--- src/rtl/fuse_rdseq_pkg.sv ---
package fuse_rdseq_pkg;
  localparam int NSIG     = 5;
  localparam int CW       = 16;
  localparam int ADDR_LSB = 16;
  localparam int BIT_EN   = 0;
  localparam int BIT_RD   = 1;

  localparam int OFS_MODE  = 'h00;
  localparam int OFS_STAT  = 'h04;
  localparam int OFS_DATA  = 'h08;
  localparam int OFS_START = 'h0C;
  localparam int OFS_MAN   = 'h10;
  localparam int OFS_TIM0  = 'h20;

  typedef enum int {
    SIG_CS   = 0,
    SIG_PGEN = 1,
    SIG_LOAD = 2,
    SIG_ADDR = 3,
    SIG_STRB = 4
  } sig_e;

  typedef struct packed {
    logic [CW-1:0] on_cyc;
    logic [CW-1:0] off_cyc;
  } win_t;

  typedef struct packed {
    logic strobe;
    logic load;
    logic pgen_n;
    logic cs_n;
  } man_t;
endpackage

--- src/rtl/fuse_rdseq_regs.sv ---
module fuse_rdseq_regs
  import fuse_rdseq_pkg::*;
#(
  parameter int AW  = 10,
  parameter int DW  = 32,
  parameter int BAW = 8
) (
  input  logic                  clk,
  input  logic                  rst_n,
  input  logic                  bus_we,
  input  logic [BAW-1:0]        bus_addr,
  input  logic [31:0]           bus_wdata,
  output logic [31:0]           bus_rdata,
  input  logic                  busy_q,
  input  logic                  seq_fin,
  input  logic                  seq_cap,
  input  logic [DW-1:0]         fuse_dout,
  output logic                  mode_q,
  output logic                  done_q,
  output logic                  start_go,
  output logic [AW-1:0]         addr_q,
  output win_t [NSIG-1:0]       win_q,
  output man_t                  man_q,
  output logic [AW-1:0]         man_addr_q
);
  logic            hit_mode, hit_stat, hit_start, hit_man;
  logic [NSIG-1:0] hit_tim;
  logic            mode_n, done_n;
  logic [AW-1:0]   addr_n, man_addr_n;
  logic [DW-1:0]   data_q, data_n;
  win_t [NSIG-1:0] win_n;
  man_t            man_n;

  always_comb begin
    hit_mode  = bus_we && (bus_addr == BAW'(OFS_MODE));
    hit_stat  = bus_we && (bus_addr == BAW'(OFS_STAT));
    hit_start = bus_we && (bus_addr == BAW'(OFS_START));
    hit_man   = bus_we && (bus_addr == BAW'(OFS_MAN));
    for (int i = 0; i < NSIG; i++) begin
      hit_tim[i] = bus_we && (bus_addr == BAW'(OFS_TIM0 + 4 * i));
    end
    start_go = hit_start && bus_wdata[BIT_EN] && bus_wdata[BIT_RD] && !mode_q && !busy_q;
  end

  // next-state
  always_comb begin
    mode_n     = (hit_mode && !busy_q) ? bus_wdata[0] : mode_q;
    done_n     = seq_fin ? 1'b1 : ((hit_stat && bus_wdata[0]) ? 1'b0 : done_q);
    addr_n     = start_go ? bus_wdata[ADDR_LSB +: AW] : addr_q;
    data_n     = seq_cap ? fuse_dout : data_q;
    man_n      = hit_man ? man_t'(bus_wdata[3:0]) : man_q;
    man_addr_n = hit_man ? bus_wdata[ADDR_LSB +: AW] : man_addr_q;
    for (int i = 0; i < NSIG; i++) begin
      win_n[i] = (hit_tim[i] && !busy_q) ? win_t'(bus_wdata) : win_q[i];
    end
  end

  always_ff @(posedge clk or negedge rst_n) begin
    if (!rst_n) begin
      mode_q     <= 1'b1;
      done_q     <= 1'b0;
      addr_q     <= '0;
      data_q     <= '0;
      man_q      <= '{strobe: 1'b0, load: 1'b0, pgen_n: 1'b1, cs_n: 1'b1};
      man_addr_q <= '0;
      win_q      <= '0;
    end else begin
      mode_q     <= mode_n;
      done_q     <= done_n;
      addr_q     <= addr_n;
      data_q     <= data_n;
      man_q      <= man_n;
      man_addr_q <= man_addr_n;
      win_q      <= win_n;
    end
  end

  // read mux
  always_comb begin
    bus_rdata = '0;
    if (bus_addr == BAW'(OFS_MODE)) begin
      bus_rdata[0] = mode_q;
    end else if (bus_addr == BAW'(OFS_STAT)) begin
      bus_rdata[1:0] = {busy_q, done_q};
    end else if (bus_addr == BAW'(OFS_DATA)) begin
      bus_rdata = 32'(data_q);
    end else if (bus_addr == BAW'(OFS_MAN)) begin
      bus_rdata[3:0]               = man_q;
      bus_rdata[ADDR_LSB +: AW]    = man_addr_q;
    end else begin
      for (int i = 0; i < NSIG; i++) begin
        if (bus_addr == BAW'(OFS_TIM0 + 4 * i)) bus_rdata = win_q[i];
      end
    end
  end
endmodule

--- src/rtl/fuse_rdseq_seq.sv ---
module fuse_rdseq_seq
  import fuse_rdseq_pkg::*;
(
  input  logic            clk,
  input  logic            rst_n,
  input  logic            start_go,
  input  win_t [NSIG-1:0] win_q,
  output logic            busy_q,
  output logic            busy_n,
  output logic [CW-1:0]   cnt_q,
  output logic [CW-1:0]   cnt_n,
  output logic            seq_fin,
  output logic            seq_cap
);
  logic [CW-1:0] last_cyc;

  always_comb begin
    last_cyc = '0;
    for (int i = 0; i < NSIG; i++) begin
      if (win_q[i].off_cyc > last_cyc) last_cyc = win_q[i].off_cyc;
    end
    seq_fin = busy_q && (cnt_q == last_cyc);
    seq_cap = busy_q && (cnt_q == win_q[SIG_STRB].off_cyc);
  end

  // next-state
  always_comb begin
    busy_n = busy_q;
    cnt_n  = cnt_q;
    if (start_go) begin
      busy_n = 1'b1;
      cnt_n  = '0;
    end else if (seq_fin) begin
      busy_n = 1'b0;
    end else if (busy_q) begin
      cnt_n  = cnt_q + 1'b1;
    end
  end

  always_ff @(posedge clk or negedge rst_n) begin
    if (!rst_n) begin
      busy_q <= 1'b0;
      cnt_q  <= '0;
    end else begin
      busy_q <= busy_n;
      cnt_q  <= cnt_n;
    end
  end
endmodule

--- src/rtl/fuse_rdseq_wave.sv ---
module fuse_rdseq_wave
  import fuse_rdseq_pkg::*;
(
  input  logic            clk,
  input  logic            rst_n,
  input  logic            busy_n,
  input  logic [CW-1:0]   cnt_n,
  input  win_t [NSIG-1:0] win_q,
  output logic [NSIG-1:0] act_q
);
  logic [NSIG-1:0] act_n;

  for (genvar g = 0; g < NSIG; g++) begin : g_sig
    assign act_n[g] = busy_n && (cnt_n >= win_q[g].on_cyc) && (cnt_n < win_q[g].off_cyc);
  end

  always_ff @(posedge clk or negedge rst_n) begin
    if (!rst_n) act_q <= '0;
    else        act_q <= act_n;
  end
endmodule

--- src/rtl/fuse_rdseq.sv ---
module fuse_rdseq
  import fuse_rdseq_pkg::*;
#(
  parameter int AW  = 10,
  parameter int DW  = 32,
  parameter int BAW = 8
) (
  input  logic           clk,
  input  logic           rst_n,
  input  logic           bus_we,
  input  logic [BAW-1:0] bus_addr,
  input  logic [31:0]    bus_wdata,
  output logic [31:0]    bus_rdata,
  input  logic [DW-1:0]  fuse_dout,
  output logic           fuse_cs_n,
  output logic           fuse_pgen_n,
  output logic           fuse_load,
  output logic           fuse_strobe,
  output logic [AW-1:0]  fuse_addr
);
  logic            rst_meta_n, rst_sync_n;
  logic            mode_q, done_q, start_go;
  logic            busy_q, busy_n, seq_fin, seq_cap;
  logic [CW-1:0]   cnt_q, cnt_n;
  logic [AW-1:0]   addr_q, man_addr_q;
  win_t [NSIG-1:0] win_q;
  man_t            man_q;
  logic [NSIG-1:0] act_q;

  // asynchronous assert, synchronous release
  always_ff @(posedge clk or negedge rst_n) begin
    if (!rst_n) begin
      rst_meta_n <= 1'b0;
      rst_sync_n <= 1'b0;
    end else begin
      rst_meta_n <= 1'b1;
      rst_sync_n <= rst_meta_n;
    end
  end

  fuse_rdseq_regs #(.AW(AW), .DW(DW), .BAW(BAW)) regs_i (
    .clk(clk), .rst_n(rst_sync_n),
    .bus_we(bus_we), .bus_addr(bus_addr), .bus_wdata(bus_wdata), .bus_rdata(bus_rdata),
    .busy_q(busy_q), .seq_fin(seq_fin), .seq_cap(seq_cap), .fuse_dout(fuse_dout),
    .mode_q(mode_q), .done_q(done_q), .start_go(start_go), .addr_q(addr_q),
    .win_q(win_q), .man_q(man_q), .man_addr_q(man_addr_q)
  );

  fuse_rdseq_seq seq_i (
    .clk(clk), .rst_n(rst_sync_n), .start_go(start_go), .win_q(win_q),
    .busy_q(busy_q), .busy_n(busy_n), .cnt_q(cnt_q), .cnt_n(cnt_n),
    .seq_fin(seq_fin), .seq_cap(seq_cap)
  );

  fuse_rdseq_wave wave_i (
    .clk(clk), .rst_n(rst_sync_n), .busy_n(busy_n), .cnt_n(cnt_n),
    .win_q(win_q), .act_q(act_q)
  );

  // pin select between manual register and sequenced windows
  always_comb begin
    if (mode_q) begin
      fuse_cs_n   = man_q.cs_n;
      fuse_pgen_n = man_q.pgen_n;
      fuse_load   = man_q.load;
      fuse_strobe = man_q.strobe;
      fuse_addr   = man_addr_q;
    end else begin
      fuse_cs_n   = !act_q[SIG_CS];
      fuse_pgen_n = !act_q[SIG_PGEN];
      fuse_load   = act_q[SIG_LOAD];
      fuse_strobe = act_q[SIG_STRB];
      fuse_addr   = act_q[SIG_ADDR] ? addr_q : '0;
    end
  end
endmodule

--- config.mk ---
export PLATFORM = sky130hd
export DESIGN_NAME = fuse_rdseq
export DESIGN_NICKNAME = d
export VERILOG_FILES = /design/src/rtl/fuse_rdseq_pkg.sv /design/src/rtl/fuse_rdseq_regs.sv /design/src/rtl/fuse_rdseq_seq.sv /design/src/rtl/fuse_rdseq_wave.sv /design/src/rtl/fuse_rdseq.sv
export SDC_FILE = /design/constraint.sdc
export NUM_CORES = 1
export LEC_CHECK = 0
export BUFFER_PORTS_ARGS = -buffer_cell sky130_fd_sc_hd__clkbuf_2
export CORE_ASPECT_RATIO = 1.25
export CORE_MARGIN = 3
export CORE_UTILIZATION = 40
export DETAILED_ROUTE_END_ITERATION = 8
export SYNTH_ARGS = -nofsm -noshare
export SYNTH_HDL_FRONTEND = slang
export SYNTH_SLANG_ARGS = --single-unit
--- constraint.sdc ---
create_clock -name clk -period 9.1 [get_ports clk]
set_input_delay 0.455 -clock clk [delete_from_list [all_inputs] [get_ports clk]]
set_output_delay 0.455 -clock clk [all_outputs]
set_load 0.01 [all_outputs]
==> results.md, run 1 <==
- Status: finished with violations
- Violated checks: negative setup slack
- Adder-cell area share of the yosys netlist: 15.9%
- Unique cell type count in the Yosys netlist: 69
- CTS tree: built
- Clk_lat worst skew: 0.58 ns
- Mean Syn Cell Area: 9.54 µm²
- Final HPWL DP: 48100 µm
- Commonest cells after routing, fill and taps aside: buf_4, dfrtp_1, ha_1, inv_1
- H-Tree Depth: 1
- Required time worst endpoint: 9.57 ns
- DRT iter0 DRCs: 1117
- Most frequent CP cell: o21a_1
- DRT Pass-1 Iters: 5
- Die width: 191 µm
- Clock Path Buffers: 3
- IO Port Bufs: 120
- Initial Util: 40.6%
- DP Area: 20100 µm²
- Total Routing Usage GR: 27.6%
- Ys async rst share: 100%
- Worst setup SP type: register
- Post-Synth Simple-Gate Area: 11.2%
- CTS Buf Count: 28
- Max cap viols: 0
- Hold Crit Depth: 2
- Hold crit path type: input port to register
- Critical path's slowest cell: a2111o_1
- Pwr/cell area: 207 nW/µm²
- Worst Tran Pin Value: 1.21 ns
- Clock Pin Slew Worst Setup and Hold Paths: 0.06 ns
- Area Growth Syn to Fin: 28.7%
- Largest net degree at the start of global routing: 78
- Arrival time worst endpoint: 11.18 ns
- Setup-failing EPs final: 5
- Dpl ws: -2.67 ns
- First-pass GRT wire length: 95600 µm
- RSZ-0062 raised after global routing: yes
- Clock sinks: 242
- Post-Syn Area: 17200 µm²
- Dominant synthesized flop cell: dfrtp_1
- Worst IR Drop VDD: 160 µV
- Leakage power: 0.0106 µW
- Setup Skew: 0.0268 ns
- Vias in the first global route: 15864
- Final hold violation count: 0
- Mux cell area share after synthesis: 11.5%
- Compound-Gate Fraction of Synth Area: 17.4%
- Critical path fanouts, max: 7
- Antenna cell count: 0
- Layout cells sized above 1: 33.9%
- Die span in y: 238 µm
- Synthesized flop and latch total: 242
- Total core area: 42300 µm²
- Critical path class: register to register
- Final period util: 118%
- Minimum clock period: 10.71 ns
- Main combinational cell family by area after synthesis: compound AO/OA/AOI/OAI gates
- Gate Count Post-Synth: 1798
- YS warnings: 0
- Post-Synth XOR/XNOR Area: 2.50%
- R2R cell count: 59
- Number of core rows: 84
- Routed WL: 63700 µm
- Most common cell after layout, fill and taps aside: buf_4
- Initial antenna violation count: 0
- CP peak stage delay: 0.50 ns
- Critical path endpoint category: register
- EDFF count, synth: 0
- Final Max Tran Viols: 0
- Post-Layout Inst Area: 22100 µm²
- DIE AREA: 45400 µm²
- NumNets Final: 2428
- Routed Antenna Nets: 0
- Grt ovf: 0
- Io pins: 121
- Share of the yosys chip area belonging to registers: 35.3%
- Average wire per standard cell: 23.5 µm
- Syn nets: 2091
- Vias: 15470
- Drc violations: 0
- FMAX: 93.4 MHz
- Final GP Congestion: 0.966
- Clock Tree Root: clkbuf_16
- # fillers: 3880
- Max-Slew Margin vs Limit: 19.1%
- Setup ws final: -1.61 ns
- Reg2Reg Setup Slack: -1.61 ns
- Vias per inst: 5.70
cell usage after synthesis, types with 3 or more instances:
cell type  number  area, µm²
o21a_1         13       97.6
nand2_1       166        623
and2_1          5       31.3
or2_1           4       25.0
nor2_1         62        233
o211ai_1       10       75.1
a31o_2          4       35.0
ha_1          218       2730
inv_1         185        694
clkbuf_1       66        248
or4_1           3       22.5
a31oi_1         7       43.8
o31ai_1         5       37.5
a21o_1         38        285
a211oi_1        7       52.6
a22o_1         15        131
nor4_1          6       37.5
o311ai_0        8       70.1
xnor2_1        26        228
a21oi_1        85        425
nand4_1        43        269
nand3_1        18       90.1
a2111oi_0      15        131
dfstp_2         3       78.8
o22ai_1        17        106
mux2i_1        10        100
o41ai_1         3       26.3
xor2_1         23        201
a22oi_1        29        218
mux2_2        164       1850
a222oi_1       13        130
nor3_1         12       60.1
or3_1           3       18.8
dfrtp_1       239       5980
and3_1          6       37.5
buf_1          15       56.3
o21ai_0       122        611
nor2b_1        35        219
a221o_1        28        280
nand2b_1       28        175
flip-flops by register name (all words and copies together) (netlist names), 4 cells and up:
register           count
regs_i.data_q         32
regs_i.man_addr_q     10
wave_i.act_q           5
regs_i.addr_q         10
regs_i.man_q           4
regs_i.win_q         160
seq_i.cnt_q           16
area by class of cell:
cell class                      instances  area, µm²  area share (%)
Sequential cell                       242       6060            27.5
Timing Repair Buffer                  393       2790            12.6
Tap cell                              559        699            3.17
Multi-Input combinational cell       1285      10900            49.4
Clock buffer                           42        835            3.78
Clock inverter                          7       90.1           0.408
Inverter                              185        699            3.17
power breakdown:
| group | total [µW] | internal, µW | switching (µW) |
|---|---|---|---|
| registers | 1310 | 1150 | 151 |
| clock network | 1160 | 683 | 476 |
| logic | 2110 | 1020 | 1090 |
| total | 4570 | 2860 | 1720 |
worst max-delay path, delay by kind of cell, from the launching register on:
family	cells	cell delay, ns
AOI/OAI and AO/OA	31	6.03
adders and majority gates	5	1.32
buffers and inverters	9	1.25
and+or+nand+nor	12	1.15
muxes	2	0.45
DFF	1	0.42
path summary, 6_finish.rpt:
check,end,from
worst max-delay path,wave_i.act_q[3]$_DFF_PN0_,regs_i.win_q[43]$_DFFE_PN0P_
worst min-delay path,regs_i.data_q[19]$_DFFE_PN0P_,fuse_dout[19]
worst max register to register,wave_i.act_q[3]$_DFF_PN0_,regs_i.win_q[43]$_DFFE_PN0P_
worst min register to register,rst_sync_n$_DFF_PN0_,rst_meta_n$_DFF_PN0_
max in group asynchronous,regs_i.win_q[74]$_DFFE_PN0P_,rst_sync_n$_DFF_PN0_
min in group asynchronous,rst_meta_n$_DFF_PN0_,rst_n
repair_timing:
action,4_1_cts,5_1_grt
gates cloned,1,0
resized for setup,49,96
pin swaps,46,85
buffers inserted,17,22
hold buffers,1,0
endpoints found under the setup margin,22,21
endpoints found under the hold margin,2,0
routing by layer:
metal	wire (µm)	global-route usage, %
met5	0	0
met4	3330	12.8
met3	3550	3.23
met2	31000	47.0
met1	25900	35.1
cell families after synthesis:
family,count (synthesis)
other,1
flip-flops,242
multiplexers,176
AO/OA/AOI/OAI,440
adder cells (fa/ha/maj),218
AND/OR/NAND/NOR,400
buffers and inverters,272
XOR/XNOR,49
per-stage QoR:
| step | power [µW] | TNS (ns) | cells | hold slack [ns] | util (%) |
|---|---|---|---|---|---|
| 6_report | 4570 | -7.80 | 2713 | 0.105 | 52.2 |
| 5_1_grt | 4850 | -11.36 | 2713 | 0.0938 | 52.2 |
| 4_1_cts | 4410 | -8.38 | 2693 | 0.0998 | 50.7 |
| 3_5_place_dp | 3150 | -17.43 | 2625 | 0.243 | 47.6 |
| 3_3_place_gp | 3110 | -14.23 | 2625 | 0.241 | 47.6 |
| 2_1_floorplan | 2340 | -5.85 | 1798 | 0.159 | - |
Power figures use the tool's default switching activity.
==> run 2: changes to the inputs <==
- CAP_MARGIN: not set -> 20
- CTS_BUF_LIST: not set -> sky130_fd_sc_hd__clkbuf_4 sky130_fd_sc_hd__clkbuf_8
==> results.md, run 2 (synthesis results as in run 1) <==
- Status: finished with violations
- Violated checks: negative setup slack
- TNS Setup: -7.89 ns (-0.0882 ns)
- Number of flip-flops in the largest register: 160 (unchanged)
- Worst setup SP type: register
- Post-Layout Inst Area: 22100 µm² (+0.18%)
- Max cap viols: 0 (unchanged)
- RSZ-0062 raised after global routing: yes
- Reg2Reg Setup Slack: -1.64 ns (-0.03 ns)
- NumNets Final: 2447 (+0.78%)
- Worst Tran Pin Value: 1.14 ns (-0.0736 ns)
- DP Area: 20100 µm² (unchanged)
- Die width: 191 µm (unchanged)
- Most common cell after layout, fill and taps aside: buf_4
- Max-Slew Margin vs Limit: 24.0% (+4.9 points)
- Sw Share: 38.5% (+0.94 points)
- Drc violations: 0 (unchanged)
- Grt ovf: 0 (unchanged)
- CP peak stage delay: 0.67 ns (+0.17 ns)
- Total Routing Usage GR: 27.9% (+0.30 points)
- Biggest register: regs_i.win_q
- Clock power share: 24.6% (-0.7 points)
- Hold_sp: fuse_dout[3]
- Setup-failing EPs final: 5 (unchanged)
- Largest net degree at the start of global routing: 78 (unchanged)
- Initial Util: 40.6% (unchanged)
- Setup Skew: 0.0541 ns (+0.0273 ns)
- CTS tree: built
- Critical path endpoint category: register
- Net Sw Power: 1750 µW (+1.8%)
- R2R cell count: 55 (-6.8%)
- Final GP Congestion: 0.966 (unchanged)
- Final period util: 118% (+0.38 points)
- FMAX: 93.1 MHz (-0.32%)
- Vias: 15676 (+1.3%)
- Area Growth Syn to Fin: 28.9%
- Int Power: 2800 µW (-2.1%)
- Required time worst endpoint: 9.68 ns (+0.11 ns)
- CTS Buf Count: 44 (+57%)
- Clk_lat worst skew: 0.65 ns (+0.07 ns)
- Initial antenna violation count: 0 (unchanged)
- Layout cells sized above 1: 35.0% (+1.1 points)
- Clock Tree Root: clkbuf_8
- Vias per inst: 5.71 (+0.15%)
- Combinational Power Share: 46.7% (+0.6 points)
- Arrival time worst endpoint: 11.32 ns (+0.14 ns)
- Routed WL: 64200 µm (+0.81%)
- Most frequent CP cell: o21a_1
- Vias in the first global route: 16018 (+0.97%)
- DIE AREA: 45400 µm² (unchanged)
- Die span in y: 238 µm (unchanged)
- Hold crit path type: input port to register
- Leakage power: 0.0106 µW (+0.48%)
- DRT iter0 DRCs: 1157 (+3.6%)
- Total core area: 42300 µm² (unchanged)
- Setup ws final: -1.64 ns (-0.0348 ns)
- Final hold violation count: 0 (unchanged)
- Final Max Tran Viols: 0 (unchanged)
- H-Tree Depth: 2 (+1)
- Clock Pin Slew Worst Setup and Hold Paths: 0.07 ns (about the same)
- Worst IR Drop VDD: 107 µV (-33%)
- Critical path class: register to register
- Critical path fanouts, max: 7 (unchanged)
- Reg2reg end: wave_i.act_q[3]$_DFF_PN0_
- Seq pwr share: 28.7% (+0.2 points)
- Top flop regs: regs_i.win_q: 160 flops, regs_i.data_q: 32 flops, seq_i.cnt_q: 16 flops
- Routed Antenna Nets: 0 (unchanged)
- Antenna cell count: 0 (unchanged)
- Io pins: 121 (unchanged)
- IO Port Bufs: 120 (unchanged)
- Launch point of the worst reg-to-reg path: regs_i.win_q[33]$_DFFE_PN0P_
- Critical path's slowest cell: o41ai_2
- Multi-input logic area: 10900 µm² (about the same)
- Final HPWL DP: 48100 µm (unchanged)
- Average wire per standard cell: 23.4 µm (-0.36%)
- Pwr/cell area: 206 nW/µm² (-0.82%)
- First-pass GRT wire length: 96300 µm (+0.71%)
- Hold Crit Depth: 2 (unchanged)
- Reg area: 6060 µm² (unchanged)
- Minimum clock period: 10.74 ns (+0.0348 ns)
- DRT Pass-1 Iters: 5 (unchanged)
- # fillers: 3911 (+0.80%)
- Clock Path Buffers: 3 (unchanged)
- Commonest cells after routing, fill and taps aside: buf_4, dfrtp_1, ha_1, inv_1, nand2_1
- Hold endpoint: regs_i.data_q[3]$_DFFE_PN0P_
- Clock sinks: 242 (unchanged)
- Number of core rows: 84 (unchanged)
- WHS: 0.0405 ns (-0.0648 ns)
run 2: cell types whose count changed in the layout (fill, tap and decap cells not counted), sizes merged:
cell	before	now
dlygate4sd3	1	3
inv	185	186
buf	272	273
clkinv	3	6
clkbuf	162	190
clkinvlp	2	1
bufinv	2	0
run 2: power by group through the flow:
stage / Clock, µW / Combinational [µW] / Sequential, µW
after floorplan: 0 / 1110 / 1230
after global placement: 0 / 1800 / 1310
after detailed placement: 0 / 1840 / 1310
after CTS: 1150 / 1950 / 1300
after global routing: 1190 / 2320 / 1310
final: 1120 / 2120 / 1300
run 2: worst max path at each step:
stage / from / end / slack (ns)
floorplan: regs_i.win_q[1]$_DFFE_PN0P_ / wave_i.act_q[3]$_DFF_PN0_ / -1.21
global placement: regs_i.win_q[11]$_DFFE_PN0P_ / wave_i.act_q[3]$_DFF_PN0_ / -2.55
detailed placement: regs_i.win_q[43]$_DFFE_PN0P_ / wave_i.act_q[3]$_DFF_PN0_ / -2.67
CTS: regs_i.win_q[8]$_DFFE_PN0P_ / wave_i.act_q[3]$_DFF_PN0_ / -1.71
global route: regs_i.win_q[33]$_DFFE_PN0P_ / wave_i.act_q[2]$_DFF_PN0_ / -2.06
finish: regs_i.win_q[33]$_DFFE_PN0P_ / wave_i.act_q[3]$_DFF_PN0_ / -1.64
run 2: metal layers:
metal	share of wire [%]	vias up	GRT usage, %
met2	48	593	47.2
met3	5.7	170	4.57
met1	40	7721	34.8
met4	5.6	0	13.0
met5	0	-	0
li1	-	7192	-
run 2: worst max-delay path, delay by kind of cell, from the launching register on:
kind	cells	cell delay, ns
buffers and inverters	9	1.37
flip-flops	1	0.40
adder cells (fa/ha/maj)	5	1.40
AO/OA/AOI/OAI	29	5.99
AND/OR/NAND/NOR	11	1.32
multiplexers	1	0.22
run 2: cell type report:
class / instances / share of cell area (%)
Clock buffer: 70 / 3.93
Clock inverter: 8 / 0.311
Inverter: 185 / 3.18
Multi-Input combinational cell: 1285 / 49.3
Sequential cell: 242 / 27.4
Tap cell: 559 / 3.16
Timing Repair Buffer: 396 / 12.7
run 2: timing repair:
action | CTS | global route
pin swaps | 52 | 69
resized for setup | 53 | 85
endpoints found under the setup margin | 21 | 21
hold endpoints to repair | 4 | 0
buffers inserted | 15 | 24
cloned | 1 | 0
hold buffers | 3 | 0
run 2: metrics by stage:
stage          power [µW]  setup slack (ns)  cells  utilization (%)
6_report             4540             -1.64   2745             52.3
5_1_grt              4830             -2.06   2745             52.3
4_1_cts              4390             -1.71   2722             50.8
3_5_place_dp         3150             -2.67   2625             47.6
3_3_place_gp         3110             -2.55   2625             47.6
2_1_floorplan        2340             -1.21   1798                -
==> run 3: changes to the inputs <==
- ABC_AREA: not set -> 1
- CORE_UTILIZATION: 40 -> 60
- PLACE_DENSITY: not set -> 0.79
==> results.md, run 3 <==
- Status: finished with violations
- Violated checks: negative setup slack
- DIE AREA: 30900 µm² (-32%)
- Leakage power: 0.0107 µW (+0.84%)
- Worst path bufs/invs: 10 (+1)
- Post-Syn Area: 17300 µm² (+0.85%)
- Most frequent CP cell: nand2_1
- Combinational Power Share: 71.1% (+24 points)
- Clock sinks: 242 (unchanged)
- Worst IR Drop VDD: 256 µV (+140%)
- TNS Setup: -2.14 ns (+5.75 ns)
- Initial Util: 61.8% (+21 points)
- CP peak stage delay: 0.43 ns (-0.24 ns)
- Final hold violation count: 0 (unchanged)
- Minimum clock period: 9.62 ns (-1.12 ns)
- H-Tree Depth: 2 (unchanged)
- First-pass GRT wire length: 97200 µm (+0.95%)
- Grt ovf: 0 (unchanged)
- Initial antenna violation count: 1 (+1)
- Syn nets: 2533 (+21%)
- Critical path endpoint category: register
- Most common cell after layout, fill and taps aside: nand2_1
- Setup ws final: -0.517 ns (+1.12 ns)
- Most common cell in the netlist: nand2_1
- Pwr/cell area: 358 nW/µm² (+74%)
- Mean Syn Cell Area: 7.72 µm² (-19%)
- Io pins: 121 (unchanged)
- Final HPWL DP: 46700 µm (-3.0%)
- Post-Synth Simple-Gate Area: 21.3% (+10 points)
- Average wire per standard cell: 22.3 µm (-4.9%)
- Antenna cell count: 0 (unchanged)
- Final GP Congestion: 1.03 (+7.0%)
- IO Port Bufs: 120 (unchanged)
- Largest net degree at the start of global routing: 67 (-14%)
- Mux cell area share after synthesis: 2.08% (-9.4 points)
- Layout cells sized above 1: 26.3% (-8.7 points)
- Clock Tree Root: clkbuf_8
- Main combinational cell family by area after synthesis: simple AND/OR/NAND/NOR gates
- Die width: 158 µm (-17%)
- Hold crit path type: input port to register
- Seq pwr share: 14.8% (-14 points)
- Synthesized flop and latch total: 242 (unchanged)
- NumNets Final: 2864 (+17%)
- Int Power: 4300 µW (+54%)
- Total Power: 7860 µW (+73%)
- Vias per inst: 6.15 (+7.7%)
- Net Sw Power: 3560 µW (+100%)
- DRT iter0 DRCs: 1689 (+46%)
- DRT Pass-1 Iters: 5 (unchanged)
- FMAX: 104 MHz (+12%)
- Yosys top cell by area: dfrtp_1
- Commonest cells after routing, fill and taps aside: nand2_1, inv_1, o21ai_0, dfrtp_1, buf_4
- Required time worst endpoint: 9.58 ns (-0.10 ns)
- Biggest register: regs_i.win_q
- Unique cell type count in the Yosys netlist: 46 (-33%)
- Dominant synthesized flop cell: dfrtp_1
- Critical path fanouts, max: 7 (unchanged)
- Adder-cell area share of the yosys netlist: 15.8% (-0.13 points)
- Share of the yosys chip area belonging to registers: 35.0% (-0.30 points)
- YS warnings: 0 (unchanged)
- Setup Skew: 0.0367 ns (-0.0174 ns)
- Clock Pin Slew Worst Setup and Hold Paths: 0.08 ns (about the same)
- Top cells by area, synth: dfrtp_1, ha_1, nand2_1
- Vias in the first global route: 17984 (+12%)
- Post-synth top area share: 34.6% (-0.29 points)
- Worst Tran Pin Value: 1.11 ns (-0.0273 ns)
- Arrival time worst endpoint: 10.09 ns (-1.23 ns)
- Max cap viols: 0 (unchanged)
- Total Routing Usage GR: 40.8% (+13 points)
- Total core area: 28000 µm² (-34%)
- Routed WL: 65700 µm (+2.3%)
- Critical path's slowest cell: dfrtp_1
- Top flop regs: regs_i.win_q: 160 flops, regs_i.data_q: 32 flops, seq_i.cnt_q: 16 flops
- Gate Count Post-Synth: 2240 (+25%)
- Number of core rows: 68 (-19%)
- Sw Share: 45.3% (+6.8 points)
- CTS tree: built
- Number of flip-flops in the largest register: 160 (unchanged)
- RSZ-0062 raised after global routing: yes
- Ys async rst share: 100% (unchanged)
- Final period util: 106% (-12 points)
- Clock Path Buffers: 3 (unchanged)
- Die span in y: 196 µm (-18%)
- Area Growth Syn to Fin: 27.0%
- Routed Antenna Nets: 0 (unchanged)
- Clock power share: 14.1% (-11 points)
- Max-Slew Margin vs Limit: 25.8% (+1.8 points)
- Final Max Tran Viols: 0 (unchanged)
- Drc violations: 0 (unchanged)
- CTS Buf Count: 41 (-6.8%)
- Compound-Gate Fraction of Synth Area: 17.1% (-0.33 points)
- Worst setup SP type: register
- Post-Synth XOR/XNOR Area: 0.304% (-2.2 points)
- Vias: 18157 (+16%)
- Setup-failing EPs final: 5 (unchanged)
- Commonest cells in the netlist: nand2_1, inv_1, o21ai_0
- EDFF count, synth: 0 (unchanged)
- Critical path class: register to register
- Delay-heaviest family, CP: simple AND/OR/NAND/NOR gates
- Clk_lat worst skew: 0.59 ns (-0.06 ns)
run 3: cell count changes after synthesis, sizes merged, moves of 110 or more:
cell	change
nand3	+110
inv	+110
nand2	+402
o21ai	+138
mux2	-134
run 3: cell type report:
cell class | instances | area (µm²)
multi-input cells | 1618 | 10600
flip-flops and latches | 242 | 6060
inverters | 298 | 1130
well taps | 350 | 438
repair buffers | 370 | 2790
clock inverters | 12 | 118
fillers | 1975 | 6030
clock buffers | 61 | 790
run 3: power by group through the flow:
stage | Clock, µW | Sequential [µW] | Combinational (µW)
final | 1110 | 1160 | 5590
after global routing | 1160 | 1170 | 6070
after CTS | 1110 | 1160 | 4770
after detailed placement | 0 | 1180 | 4350
after global placement | 0 | 1180 | 4240
after floorplan | 0 | 1170 | 2620
run 3: repair_timing:
item / CTS / global route
hold buffers: 1 / 0
setup buffers: 20 / 16
gates resized for setup: 84 / 130
endpoints found under the hold margin: 2 / 0
endpoints found under the setup margin: 5 / 5
gates cloned: 3 / 2
pin swaps: 51 / 85
run 3: through the flow:
step                      hold WS (ns)  setup slack (ns)  utilization (%)  std cells  area, µm²
after detailed placement         0.242            -0.691             70.5       2835      19700
after global placement           0.241            -0.430             70.5       2835      19700
final                           0.0883            -0.517             78.5       2951      22000
after global routing            0.0913             -1.07             78.5       2951      22000
after floorplan                  0.159            0.0525                -       2240      17300
after CTS                       0.0592            -0.279             75.7       2931      21200
run 3: worst paths after layout:
| kind | slack (ns) | endpoint | from | depth (start not counted) |
|---|---|---|---|---|
| min in group asynchronous | 0.19 | rst_meta_n$_DFF_PN0_ | rst_n | 2 |
| worst min-delay path | 0.09 | regs_i.data_q[31]$_DFFE_PN0P_ | fuse_dout[31] | 2 |
| max in group asynchronous | 6.63 | seq_i.cnt_q[1]$_DFF_PN0_ | rst_sync_n$_DFF_PN0_ | 2 |
| worst max-delay path | -0.52 | wave_i.act_q[1]$_DFF_PN0_ | regs_i.win_q[46]$_DFFE_PN0P_ | 67 |
| worst max register to register | -0.52 | wave_i.act_q[1]$_DFF_PN0_ | regs_i.win_q[46]$_DFFE_PN0P_ | 67 |
| worst min register to register | 0.36 | rst_sync_n$_DFF_PN0_ | rst_meta_n$_DFF_PN0_ | 0 |
run 3: logic make-up (layout without fill, tap and decap cells):
| logic type | Yosys count | in the layout |
|---|---|---|
| and+or+nand+nor | 849 | 850 |
| AOI/OAI and AO/OA | 511 | 511 |
| buffers and inverters | 381 | 741 |
| DFF | 242 | 242 |
| adders and majority gates | 218 | 218 |
| muxes | 32 | 32 |
| xor gates and xnor gates | 6 | 6 |
| other | 1 | 1 |
run 3: layer usage:
layer,GRT usage [%],part of all wire (%)
met2,67.5,48
met5,0,0.029
met3,7.48,7.4
met1,44.1,34
met4,35.5,11
